**config.mk**
```make
export PLATFORM = sky130hd
export DESIGN_NAME = irq_deglitch_qual
export DESIGN_NICKNAME = d
export VERILOG_FILES = /design/src/rtl/irq_qual_pkg.sv /design/src/rtl/irq_rst_release.sv /design/src/rtl/irq_level_sync.sv /design/src/rtl/irq_edge_track.sv /design/src/rtl/irq_eval_fsm.sv /design/src/rtl/irq_spur_counter.sv /design/src/rtl/irq_deglitch_qual.sv
export SDC_FILE = /design/constraint.sdc
export NUM_CORES = 1
export LEC_CHECK = 0
export BUFFER_PORTS_ARGS = -buffer_cell sky130_fd_sc_hd__buf_2
export CORE_MARGIN = 5
export CORE_UTILIZATION = 30
export DETAILED_ROUTE_END_ITERATION = 16
export GPL_TIMING_DRIVEN = 0
export MAX_ROUTING_LAYER = met4
export PLACE_DENSITY = 0.49
export SLEW_MARGIN = 20
export SYNTH_ARGS = -nofsm -noshare
export SYNTH_HDL_FRONTEND = slang
export SYNTH_SLANG_ARGS = --single-unit
```
**constraint.sdc**
```tcl
create_clock -name clk -period 1.1 [get_ports clk]
set_clock_uncertainty 0.2 [all_clocks]
set_input_delay 0.055 -clock clk [delete_from_list [all_inputs] [get_ports clk]]
set_output_delay 0.055 -clock clk [all_outputs]
set_load 0.005 [all_outputs]
```
**src/rtl/irq_qual_pkg.sv**
```systemverilog
package irq_qual_pkg;

  typedef enum logic [1:0] {
    ST_IDLE   = 2'd0,
    ST_FIRST  = 2'd1,
    ST_SECOND = 2'd2
  } eval_st_t;

  typedef enum logic [1:0] {
    VERDICT_NONE = 2'd0,
    VERDICT_FIRE = 2'd1,
    VERDICT_DROP = 2'd2
  } verdict_t;

endpackage

```
**src/rtl/irq_rst_release.sv**
```systemverilog
module irq_rst_release #(
  parameter int STAGES = 2
) (
  input  logic clk,
  input  logic rst_n,
  output logic rst_sync_n
);

  logic [STAGES-1:0] chain_q;

  always_ff @(posedge clk or negedge rst_n) begin
    if (!rst_n) begin
      chain_q <= '0;
    end else begin
      chain_q <= {chain_q[STAGES-2:0], 1'b1};
    end
  end

  assign rst_sync_n = chain_q[STAGES-1];

endmodule

```
**src/rtl/irq_level_sync.sv**
```systemverilog
module irq_level_sync #(
  parameter int STAGES = 2
) (
  input  logic clk,
  input  logic rst_n,
  input  logic din,
  output logic dout
);

  logic [STAGES-1:0] stage_q;
  logic [STAGES-1:0] stage_d;

  generate
    for (genvar i = 0; i < STAGES; i++) begin : g_stage
      if (i == 0) begin : g_head
        assign stage_d[i] = din;
      end else begin : g_body
        assign stage_d[i] = stage_q[i-1];
      end
    end
  endgenerate

  always_ff @(posedge clk or negedge rst_n) begin
    if (!rst_n) begin
      stage_q <= '0;
    end else begin
      stage_q <= stage_d;
    end
  end

  assign dout = stage_q[STAGES-1];

endmodule

```
**src/rtl/irq_edge_track.sv**
```systemverilog
module irq_edge_track (
  input  logic clk,
  input  logic rst_n,
  input  logic level,
  output logic change
);

  logic prev_q;

  always_ff @(posedge clk or negedge rst_n) begin
    if (!rst_n) begin
      prev_q <= 1'b0;
    end else begin
      prev_q <= level;
    end
  end

  assign change = level ^ prev_q;

endmodule

```
**src/rtl/irq_eval_fsm.sv**
```systemverilog
module irq_eval_fsm
  import irq_qual_pkg::*;
#(
  parameter int MAX_TRIES = 8,
  localparam int TRY_W = (MAX_TRIES < 2) ? 1 : $clog2(MAX_TRIES)
) (
  input  logic             clk,
  input  logic             rst_n,
  input  logic             level,
  input  logic             change,
  output logic             fire_q,
  output logic             drop,
  output logic [TRY_W-1:0] attempt,
  output eval_st_t         state
);

  localparam logic [TRY_W-1:0] LAST_TRY = TRY_W'(MAX_TRIES - 1);

  eval_st_t         state_q, state_d;
  logic [TRY_W-1:0] attempt_q, attempt_d;
  logic             first_q;
  logic             first_en;
  verdict_t         verdict;

  always_comb begin
    state_d   = state_q;
    attempt_d = attempt_q;
    first_en  = 1'b0;
    verdict   = VERDICT_NONE;
    unique case (state_q)
      ST_IDLE: begin
        if (change) begin
          state_d   = ST_FIRST;
          attempt_d = '0;
        end
      end
      ST_FIRST: begin
        first_en = 1'b1;
        state_d  = ST_SECOND;
      end
      ST_SECOND: begin
        if (level == first_q) begin
          state_d = ST_IDLE;
          verdict = level ? VERDICT_FIRE : VERDICT_DROP;
        end else if (attempt_q == LAST_TRY) begin
          state_d = ST_IDLE;
          verdict = VERDICT_DROP;
        end else begin
          attempt_d = attempt_q + TRY_W'(1);
          state_d   = ST_FIRST;
        end
      end
      default: begin
        state_d = ST_IDLE;
      end
    endcase
  end

  always_ff @(posedge clk or negedge rst_n) begin
    if (!rst_n) begin
      state_q   <= ST_IDLE;
      attempt_q <= '0;
      fire_q    <= 1'b0;
    end else begin
      state_q   <= state_d;
      attempt_q <= attempt_d;
      fire_q    <= (verdict == VERDICT_FIRE);
    end
  end

  always_ff @(posedge clk or negedge rst_n) begin
    if (!rst_n) begin
      first_q <= 1'b0;
    end else if (first_en) begin
      first_q <= level;
    end
  end

  assign drop    = (verdict == VERDICT_DROP);
  assign attempt = attempt_q;
  assign state   = state_q;

endmodule

```
**src/rtl/irq_spur_counter.sv**
```systemverilog
module irq_spur_counter #(
  parameter int CNT_W = 8
) (
  input  logic             clk,
  input  logic             rst_n,
  input  logic             inc,
  output logic [CNT_W-1:0] count
);

  localparam logic [CNT_W-1:0] CNT_MAX = '1;

  logic [CNT_W-1:0] cnt_q, cnt_d;
  logic             cnt_en;

  always_comb begin
    cnt_en = inc && (cnt_q != CNT_MAX);
    cnt_d  = cnt_q + CNT_W'(1);
  end

  always_ff @(posedge clk or negedge rst_n) begin
    if (!rst_n) begin
      cnt_q <= '0;
    end else if (cnt_en) begin
      cnt_q <= cnt_d;
    end
  end

  assign count = cnt_q;

endmodule

```
**src/rtl/irq_deglitch_qual.sv**
```systemverilog
module irq_deglitch_qual
  import irq_qual_pkg::*;
#(
  parameter int SYNC_STAGES = 2,
  parameter int MAX_TRIES   = 8,
  parameter int CNT_W       = 8,
  localparam int TRY_W = (MAX_TRIES < 2) ? 1 : $clog2(MAX_TRIES)
) (
  input  logic             clk,
  input  logic             rst_n,
  input  logic             irq_raw,
  output logic             irq_pulse,
  output logic [CNT_W-1:0] spur_count
);

  logic             rst_sync_n;
  logic             level;
  logic             change;
  logic             drop;
  logic [TRY_W-1:0] attempt;
  eval_st_t         state;

  irq_rst_release #(.STAGES(2)) u_rst (
    .clk        (clk),
    .rst_n      (rst_n),
    .rst_sync_n (rst_sync_n)
  );

  irq_level_sync #(.STAGES(SYNC_STAGES)) u_sync (
    .clk   (clk),
    .rst_n (rst_sync_n),
    .din   (irq_raw),
    .dout  (level)
  );

  irq_edge_track u_edge (
    .clk    (clk),
    .rst_n  (rst_sync_n),
    .level  (level),
    .change (change)
  );

  irq_eval_fsm #(.MAX_TRIES(MAX_TRIES)) u_fsm (
    .clk     (clk),
    .rst_n   (rst_sync_n),
    .level   (level),
    .change  (change),
    .fire_q  (irq_pulse),
    .drop    (drop),
    .attempt (attempt),
    .state   (state)
  );

  irq_spur_counter #(.CNT_W(CNT_W)) u_cnt (
    .clk   (clk),
    .rst_n (rst_sync_n),
    .inc   (drop),
    .count (spur_count)
  );

endmodule

```
==> insert_results.sql, run 1 <==
INSERT INTO impl_metrics (metric_group, metric, value, unit) VALUES
('run_status', 'run_status', 'finished with violations', ''),
('run_status', 'failed_checks', 'hold timing, setup timing', ''),
('yosys', 'postSynthNetCount', '78', ''),
('grt', 'globalRoute.totalOverflow', '0', ''),
('clocking', 'path_clk_slew', '0.11', 'ns'),
('power', 'power_density_over_cell_area', '2030', 'nW/µm²'),
('clocking', 'cts_root_buf', 'sky130_fd_sc_hd__clkbuf_4', ''),
('grt', 'grt_pass1_wl', '2.84', 'mm'),
('placed_design', 'detailed_place_hpwl', '1.09', 'mm'),
('cells_and_area', 'nNetsFinal', '108', ''),
('grt', 'antenna_found_initial', '0', ''),
('yosys', 'synth_seq_cells', '20', ''),
('sta', 'fmax', '536', 'MHz'),
('clocking', 'clock_tree_from_tritoncts', 'yes', ''),
('worst_setup_path', 'timing.critical_path.from_type', 'flip-flop', ''),
('yosys', 'synth.avg_cell_area', '12.4', 'µm²'),
('cells_and_area', 'fill_cells', '261', ''),
('worst_setup_path', 'regToRegEndpoint', 'u_cnt.count[2]$_DFFE_PN0P_', ''),
('worst_setup_path', 'cp_data_arrival_time', '1.88', 'ns'),
('yosys', 'syn_area', '878', 'µm²'),
('worst_setup_path', 'worst_r2r_startpoint', 'u_sync.stage_q[1]$_DFF_PN0_', ''),
('sta', 'grt_setup_unrepaired', 'yes', ''),
('grt', 'grt_max_degree', '19', ''),
('sta', 'worst_hold_slack', '-0.00495', 'ns'),
('placed_design', 'place.port_buffers', '11', ''),
('clocking', 'cts.sinks', '20', ''),
('yosys', 'post_synthesis_cell_type_with_the_largest_combined_area', 'sky130_fd_sc_hd__dfrtp_1', ''),
('yosys', 'synth.most_common_cell', 'sky130_fd_sc_hd__dfrtp_1', ''),
('floorplan', 'pin_count', '12', ''),
('worst_setup_path', 'path_class', 'flip-flop to flip-flop', ''),
('worst_setup_path', 'worst-r2r-setup-slack', '-0.76', 'ns'),
('routing', 'routedWlPerCell', '12.4', 'µm'),
('placed_design', 'pre_cts_ws', '-0.834', 'ns'),
('placed_design', 'place.gp.congestion', '0.711', ''),
('cells_and_area', 'area.growth.synth_to_final', '41.3', '%'),
('yosys', 'edff_count_synth', '0', ''),
('worst_setup_path', 'critical_path.max_fanout', '7', ''),
('cells_and_area', 'postLayoutCellArea', '1240', 'µm²'),
('routing', 'number_of_antenna_violating_nets_in_the_routed_design', '0', ''),
('floorplan', 'die_h', '64.1', 'µm'),
('grt', 'grt_usage', '0.0908', ''),
('grt', 'first_global_vias', '630', ''),
('sta', 'drv_slew', '0', ''),
('yosys', 'postSynthCellCount', '71', ''),
('sta', 'worst_slack', '-0.765', 'ns'),
('yosys', 'synth.area.top_cells', 'sky130_fd_sc_hd__dfrtp_1 57%, sky130_fd_sc_hd__ha_1 5.7%, sky130_fd_sc_hd__xor2_1 4.0%', ''),
('routing', 'drc', '0', ''),
('sta', 'finalSetupViolations', '22', ''),
('sta', 'finalWorstPathRequiredPeriod', '1.86', 'ns'),
('cells_and_area', 'instances_no_fill', '131', ''),
('cells_and_area', 'diodes', '0', ''),
('cells_and_area', 'drive_gt1_frac', '0.490', ''),
('clocking', 'cts.path.max_buffers', '2', ''),
('routing', 'vias_per_cell', '4.60', ''),
('yosys', 'yosys-top-cells-count', '20 x sky130_fd_sc_hd__dfrtp_1, 5 x sky130_fd_sc_hd__nand2_1, 5 x sky130_fd_sc_hd__nor2_1', ''),
('placed_design', 'placed_cell_area', '1020', 'µm²'),
('floorplan', 'fp.coreArea', '2780', 'µm²'),
('yosys', 'synth-async-reset-ratio', '1.00', ''),
('sta', 'hold_violations', '18', ''),
('floorplan', 'row_count', '19', ''),
('yosys', 'synthDistinctLibCells', '25', ''),
('yosys', 'yosysWarningCount', '0', ''),
('worst_setup_path', 'critical_path_required', '1.12', 'ns'),
('clocking', 'htree_levels', '1', ''),
('yosys', 'yosys.area.top_type_share', '0.570', ''),
('routing', 'drt-initial-drc-count', '15', ''),
('clocking', 'worst_skew_pair.late_latency', '0.30', 'ns'),
('power', 'irDropWorstVdd', '1.50', 'mV'),
('floorplan', 'die_width', '64.1', 'µm'),
('worst_setup_path', 'endpoint_kind', 'flip-flop', ''),
('routing', 'number_of_vias_after_detailed_routing', '602', '');
[stage by stage]
stage | TNS (ns) | utilization | hold slack [ns]
floorplan | -7.16 | - | -0.441
global placement | -8.29 | 0.366 | -0.359
detailed placement | -8.45 | 0.366 | -0.358
CTS | -8.98 | 0.417 | 0.139
global route | -10.17 | 0.446 | 0.0413
finish | -8.66 | 0.446 | -0.00495
[where the power goes]
| group | switching, mW | internal (mW) | leakage (nW) |
|---|---|---|---|
| clock network | 0.229 | 0.368 | 0.0279 |
| registers | 0.150 | 0.892 | 0.253 |
| logic | 0.350 | 0.531 | 0.328 |
[critical path: stages (launching register included)]
cell and delay [ns]:
sky130_fd_sc_hd__dfrtp_2 0.44, sky130_fd_sc_hd__ha_4 0.29, sky130_fd_sc_hd__nand2b_4 0.13, sky130_fd_sc_hd__nand4b_4 0.18, sky130_fd_sc_hd__buf_4 0.20, sky130_fd_sc_hd__o21ba_2 0.18, sky130_fd_sc_hd__a31oi_1 0.16
[routing by layer]
layer	up-vias	GRT usage	wire, µm
met3	2	0.0298	60
li1	303	-	-
met1	288	0.115	796
met4	0	0.0458	17
met2	9	0.129	747
met5	-	-	0
[area by class of cell]
type                    count  area (µm²)  area share
flip-flops and latches     20         504       0.406
repair buffers             25         181       0.146
clock buffers               3        22.5      0.0181
multi-input cells          48         453       0.365
inverters                   3        11.3     0.00907
clock inverters             1        30.0      0.0242
well taps                  31        38.8      0.0313
[cells in the final DEF, fill, tap and decap left out, types with 2 or more instances in the layout]
master / instances
sky130_fd_sc_hd__dfrtp_1: 17
sky130_fd_sc_hd__a21oi_1: 2
sky130_fd_sc_hd__a22o_1: 2
sky130_fd_sc_hd__xor2_1: 4
sky130_fd_sc_hd__dfrtp_2: 3
sky130_fd_sc_hd__mux2_4: 4
sky130_fd_sc_hd__buf_2: 10
sky130_fd_sc_hd__clkbuf_4: 3
sky130_fd_sc_hd__nand2_1: 5
sky130_fd_sc_hd__nor3_2: 3
sky130_fd_sc_hd__nor2_1: 3
sky130_fd_sc_hd__buf_4: 9
sky130_fd_sc_hd__ha_4: 2
sky130_fd_sc_hd__inv_1: 3
sky130_fd_sc_hd__dlygate4sd3_1: 3
sky130_fd_sc_hd__buf_6: 3
sky130_fd_sc_hd__nand2b_4: 2
sky130_fd_sc_hd__nand3_1: 3
[registers in the layout, summed over array words and instances, names as in the netlist]
name            count
u_fsm.fire_q        1
u_sync.stage_q      2
u_fsm.attempt       3
u_fsm.first_q       1
u_edge.prev_q       1
u_cnt.count         8
u_fsm.state         2
u_rst.chain_q       2
[worst max-delay path by stage]
stage | from | to | cells past startpoint
2_1_floorplan | u_sync.stage_q[1]$_DFF_PN0_ | u_cnt.count[5]$_DFFE_PN0P_ | 5
3_5_place_dp | u_sync.stage_q[1]$_DFF_PN0_ | u_cnt.count[5]$_DFFE_PN0P_ | 5
6_report | u_sync.stage_q[1]$_DFF_PN0_ | u_cnt.count[2]$_DFFE_PN0P_ | 6
3_3_place_gp | u_sync.stage_q[1]$_DFF_PN0_ | u_cnt.count[5]$_DFFE_PN0P_ | 5
5_1_grt | u_sync.stage_q[1]$_DFF_PN0_ | u_cnt.count[2]$_DFFE_PN0P_ | 6
4_1_cts | u_sync.stage_q[1]$_DFF_PN0_ | u_cnt.count[5]$_DFFE_PN0P_ | 5
[cell families after synthesis]
kind of cell,Yosys count,share of synthesized area
flops,20,0.570
other cells,1,0.00427
compound gates,9,0.0741
xor+xnor,4,0.0399
buf+inv,3,0.0128
fa+ha+maj,4,0.0570
simple gates,24,0.167
mux,6,0.0755
[repair_timing]
action	in CTS	in global routing
gates resized for setup	3	11
hold buffers	3	0
buffers inserted	6	5
endpoints found under the hold margin	3	0
endpoints found under the setup margin	22	40
pin swaps	4	3
Power figures use the tool's default switching activity.
==> run 2, diff against run 1 <==
==> constraint.sdc (replaced) <==
create_clock -name clk -period 1.1 [get_ports clk]
set_clock_uncertainty 0.2 [all_clocks]
set_input_delay 0.275 -clock clk [delete_from_list [all_inputs] [get_ports clk]]
set_output_delay 0.275 -clock clk [all_outputs]
set_load 0.005 [all_outputs]
==> run 2 against run 1 <==
Against the previous run: the run still ends with hold timing, setup timing left; critical path depth is the same; clock power hardly changed; non-clock buffer count unchanged; sequential power about the same; global-route usage fell by 0.075 points; combinational power decreased by 7.7%; final cell count unchanged; via count is 1.5% higher; sequential share of layout area up 0.44 points; critical path type unchanged; largest power group unchanged.
==> insert_results.sql, run 2 (synthesis results as in run 1) <==
INSERT INTO impl_metrics (metric_group, metric, value, unit) VALUES
('run_status', 'run_status', 'finished with violations', ''),
('run_status', 'failed_checks', 'hold timing, setup timing', ''),
('worst_setup_path', 'endpoint_kind', 'flip-flop', ''),
('sta', 'hold_violations', '18', ''),
('flow_run', 'cap_violations', '0', ''),
('sta', 'drv_slew', '0', ''),
('sta', 'worst_hold_slack', '-0.00626', 'ns'),
('cells_and_area', 'register_area', '503', 'µm²'),
('floorplan', 'row_count', '19', ''),
('grt', 'first_global_vias', '631', ''),
('floorplan', 'die_h', '64.1', 'µm'),
('cells_and_area', 'largest_reg_flops', '8', ''),
('cells_and_area', 'instances_no_fill', '131', ''),
('placed_design', 'dpl.cell_count', '113', ''),
('floorplan', 'fp.dieArea', '4110', 'µm²'),
('floorplan', 'die_width', '64.1', 'µm'),
('worst_setup_path', 'critical_path_required', '1.12', 'ns'),
('clocking', 'cts.path.max_buffers', '2', ''),
('grt', 'grt_usage', '0.0901', ''),
('clocking', 'path_clk_slew', '0.12', 'ns'),
('cells_and_area', 'drive_gt1_frac', '0.480', ''),
('placed_design', 'detailed_place_hpwl', '1.09', 'mm'),
('hold_path', 'timing.hold.worst.class', 'flip-flop to async pin', ''),
('sta', 'post_route_clock_period_utilization', '1.69', ''),
('clocking', 'cts_root_buf', 'sky130_fd_sc_hd__clkbuf_4', ''),
('power', 'fin_total_pwr', '2.45', 'mW'),
('clocking', 'htree_levels', '1', ''),
('grt', 'antenna_found_initial', '0', ''),
('worst_setup_path', 'cp_data_arrival_time', '1.89', 'ns'),
('placed_design', 'place.port_buffers', '11', ''),
('clocking', 'clock_tree_from_tritoncts', 'yes', ''),
('floorplan', 'fp.coreArea', '2780', 'µm²'),
('routing', 'routedWlPerCell', '12.2', 'µm'),
('routing', 'number_of_antenna_violating_nets_in_the_routed_design', '0', ''),
('clocking', 'worst_skew_pair.late_latency', '0.30', 'ns'),
('grt', 'grt_max_degree', '19', ''),
('placed_design', 'placed_cell_area', '1020', 'µm²'),
('routing', 'detailedRoute.firstPassIterationCount', '4', ''),
('placed_design', 'place.gp.congestion', '0.711', ''),
('sta', 'finalSetupViolations', '23', ''),
('sta', 'fmax', '537', 'MHz'),
('worst_setup_path', 'path_class', 'flip-flop to flip-flop', ''),
('power', 'irDropWorstVdd', '1.45', 'mV'),
('sta', 'finalWorstPathRequiredPeriod', '1.86', 'ns'),
('cells_and_area', 'fill_cells', '258', ''),
('routing', 'drt-initial-drc-count', '12', ''),
('grt', 'grt_pass1_wl', '2.82', 'mm'),
('grt', 'globalRoute.totalOverflow', '0', ''),
('cells_and_area', 'commonest_cells_after_routing_fill_and_taps_aside', '18 x sky130_fd_sc_hd__dfrtp_1, 11 x sky130_fd_sc_hd__buf_2, 11 x sky130_fd_sc_hd__buf_4, 5 x sky130_fd_sc_hd__nand2_1', ''),
('cells_and_area', 'nNetsFinal', '108', ''),
('cells_and_area', 'diodes', '0', ''),
('power', 'power_density_over_cell_area', '2000', 'nW/µm²'),
('floorplan', 'pin_count', '12', ''),
('power', 'leakagePower', '0.611', 'nW'),
('worst_setup_path', 'critical_path.max_fanout', '7', ''),
('sta', 'worst_slack', '-0.764', 'ns'),
('clocking', 'cts.sinks', '20', ''),
('routing', 'vias_per_cell', '4.66', ''),
('sta', 'grt_setup_unrepaired', 'yes', ''),
('cells_and_area', 'combined_area_of_the_multi_input_logic_cells', '450', 'µm²'),
('clocking', 'cts-buffers-inserted', '3', ''),
('cells_and_area', 'postLayoutCellArea', '1220', 'µm²'),
('routing', 'number_of_vias_after_detailed_routing', '611', ''),
('routing', 'drt_wl_total', '1.60', 'mm'),
('cells_and_area', 'mostFrequentLayoutCell', 'sky130_fd_sc_hd__dfrtp_1', ''),
('floorplan', 'start_util', '0.316', ''),
('cells_and_area', 'area.growth.synth_to_final', '39.5', '%'),
('routing', 'drc', '0', ''),
('worst_setup_path', 'timing.critical_path.from_type', 'flip-flop', '');
[run 2: final cells by class]
type,count,share of cell area
repair buffers,25,0.138
flip-flops and latches,20,0.411
clock inverters,1,0.0245
clock buffers,3,0.0184
multi-input cells,48,0.368
well taps,31,0.0317
inverters,3,0.00919
[run 2: power by group]
part,total (mW),switching (mW),leakage [nW],internal (mW)
logic,0.813,0.338,0.328,0.474
registers,1.04,0.147,0.255,0.892
clock network,0.599,0.231,0.0279,0.368
[run 2: what timing repair did]
item                                   4_1_cts  5_1_grt
pin swaps                                    4        3
hold buffers                                 2        0
endpoints found under the hold margin        3        0
buffers inserted                             8        4
setup endpoints to repair                   23       41
gates resized for setup                      3        7
[run 2: worst paths after layout]
path | to | from | slack [ns] | cells after the start
worst max-delay path | u_cnt.count[2]$_DFFE_PN0P_ | u_sync.stage_q[1]$_DFF_PN0_ | -0.76 | 6
worst min-delay path | u_cnt.count[1]$_DFFE_PN0P_ | u_rst.chain_q[1]$_DFF_PN0_ | -0.006 | 0
worst max register to register | u_cnt.count[2]$_DFFE_PN0P_ | u_sync.stage_q[1]$_DFF_PN0_ | -0.76 | 6
worst min register to register | u_cnt.count[1]$_DFFE_PN0P_ | u_rst.chain_q[1]$_DFF_PN0_ | -0.006 | 0
max in group asynchronous | u_sync.stage_q[1]$_DFF_PN0_ | u_rst.chain_q[1]$_DFF_PN0_ | 0.41 | 0
min in group clk | u_sync.stage_q[1]$_DFF_PN0_ | u_sync.stage_q[0]$_DFF_PN0_ | 0.16 | 0
[run 2: per-stage QoR]
| step | TNS, ns | setup WS (ns) | util |
|---|---|---|---|
| after floorplan | -7.16 | -0.741 | - |
| after global placement | -8.29 | -0.820 | 0.366 |
| after detailed placement | -8.45 | -0.834 | 0.366 |
| after CTS | -10.69 | -0.798 | 0.419 |
| after global routing | -11.95 | -0.820 | 0.440 |
| final | -10.40 | -0.764 | 0.440 |
[run 2: worst max-delay path, cell delays in order (launching register included)]
cell	delay, ns
sky130_fd_sc_hd__dfrtp_2	0.44
sky130_fd_sc_hd__ha_4	0.29
sky130_fd_sc_hd__nand2b_4	0.13
sky130_fd_sc_hd__nand4b_4	0.18
sky130_fd_sc_hd__buf_4	0.20
sky130_fd_sc_hd__o21ba_2	0.19
sky130_fd_sc_hd__a31oi_1	0.16
[run 2: layer usage]
layer	vias to the layer above	part of all wire	track usage
li1	303	-	-
met1	291	0.47	0.114
met2	15	0.47	0.128
met3	2	0.054	0.0298
met4	0	0.011	0.0458
met5	-	0	-
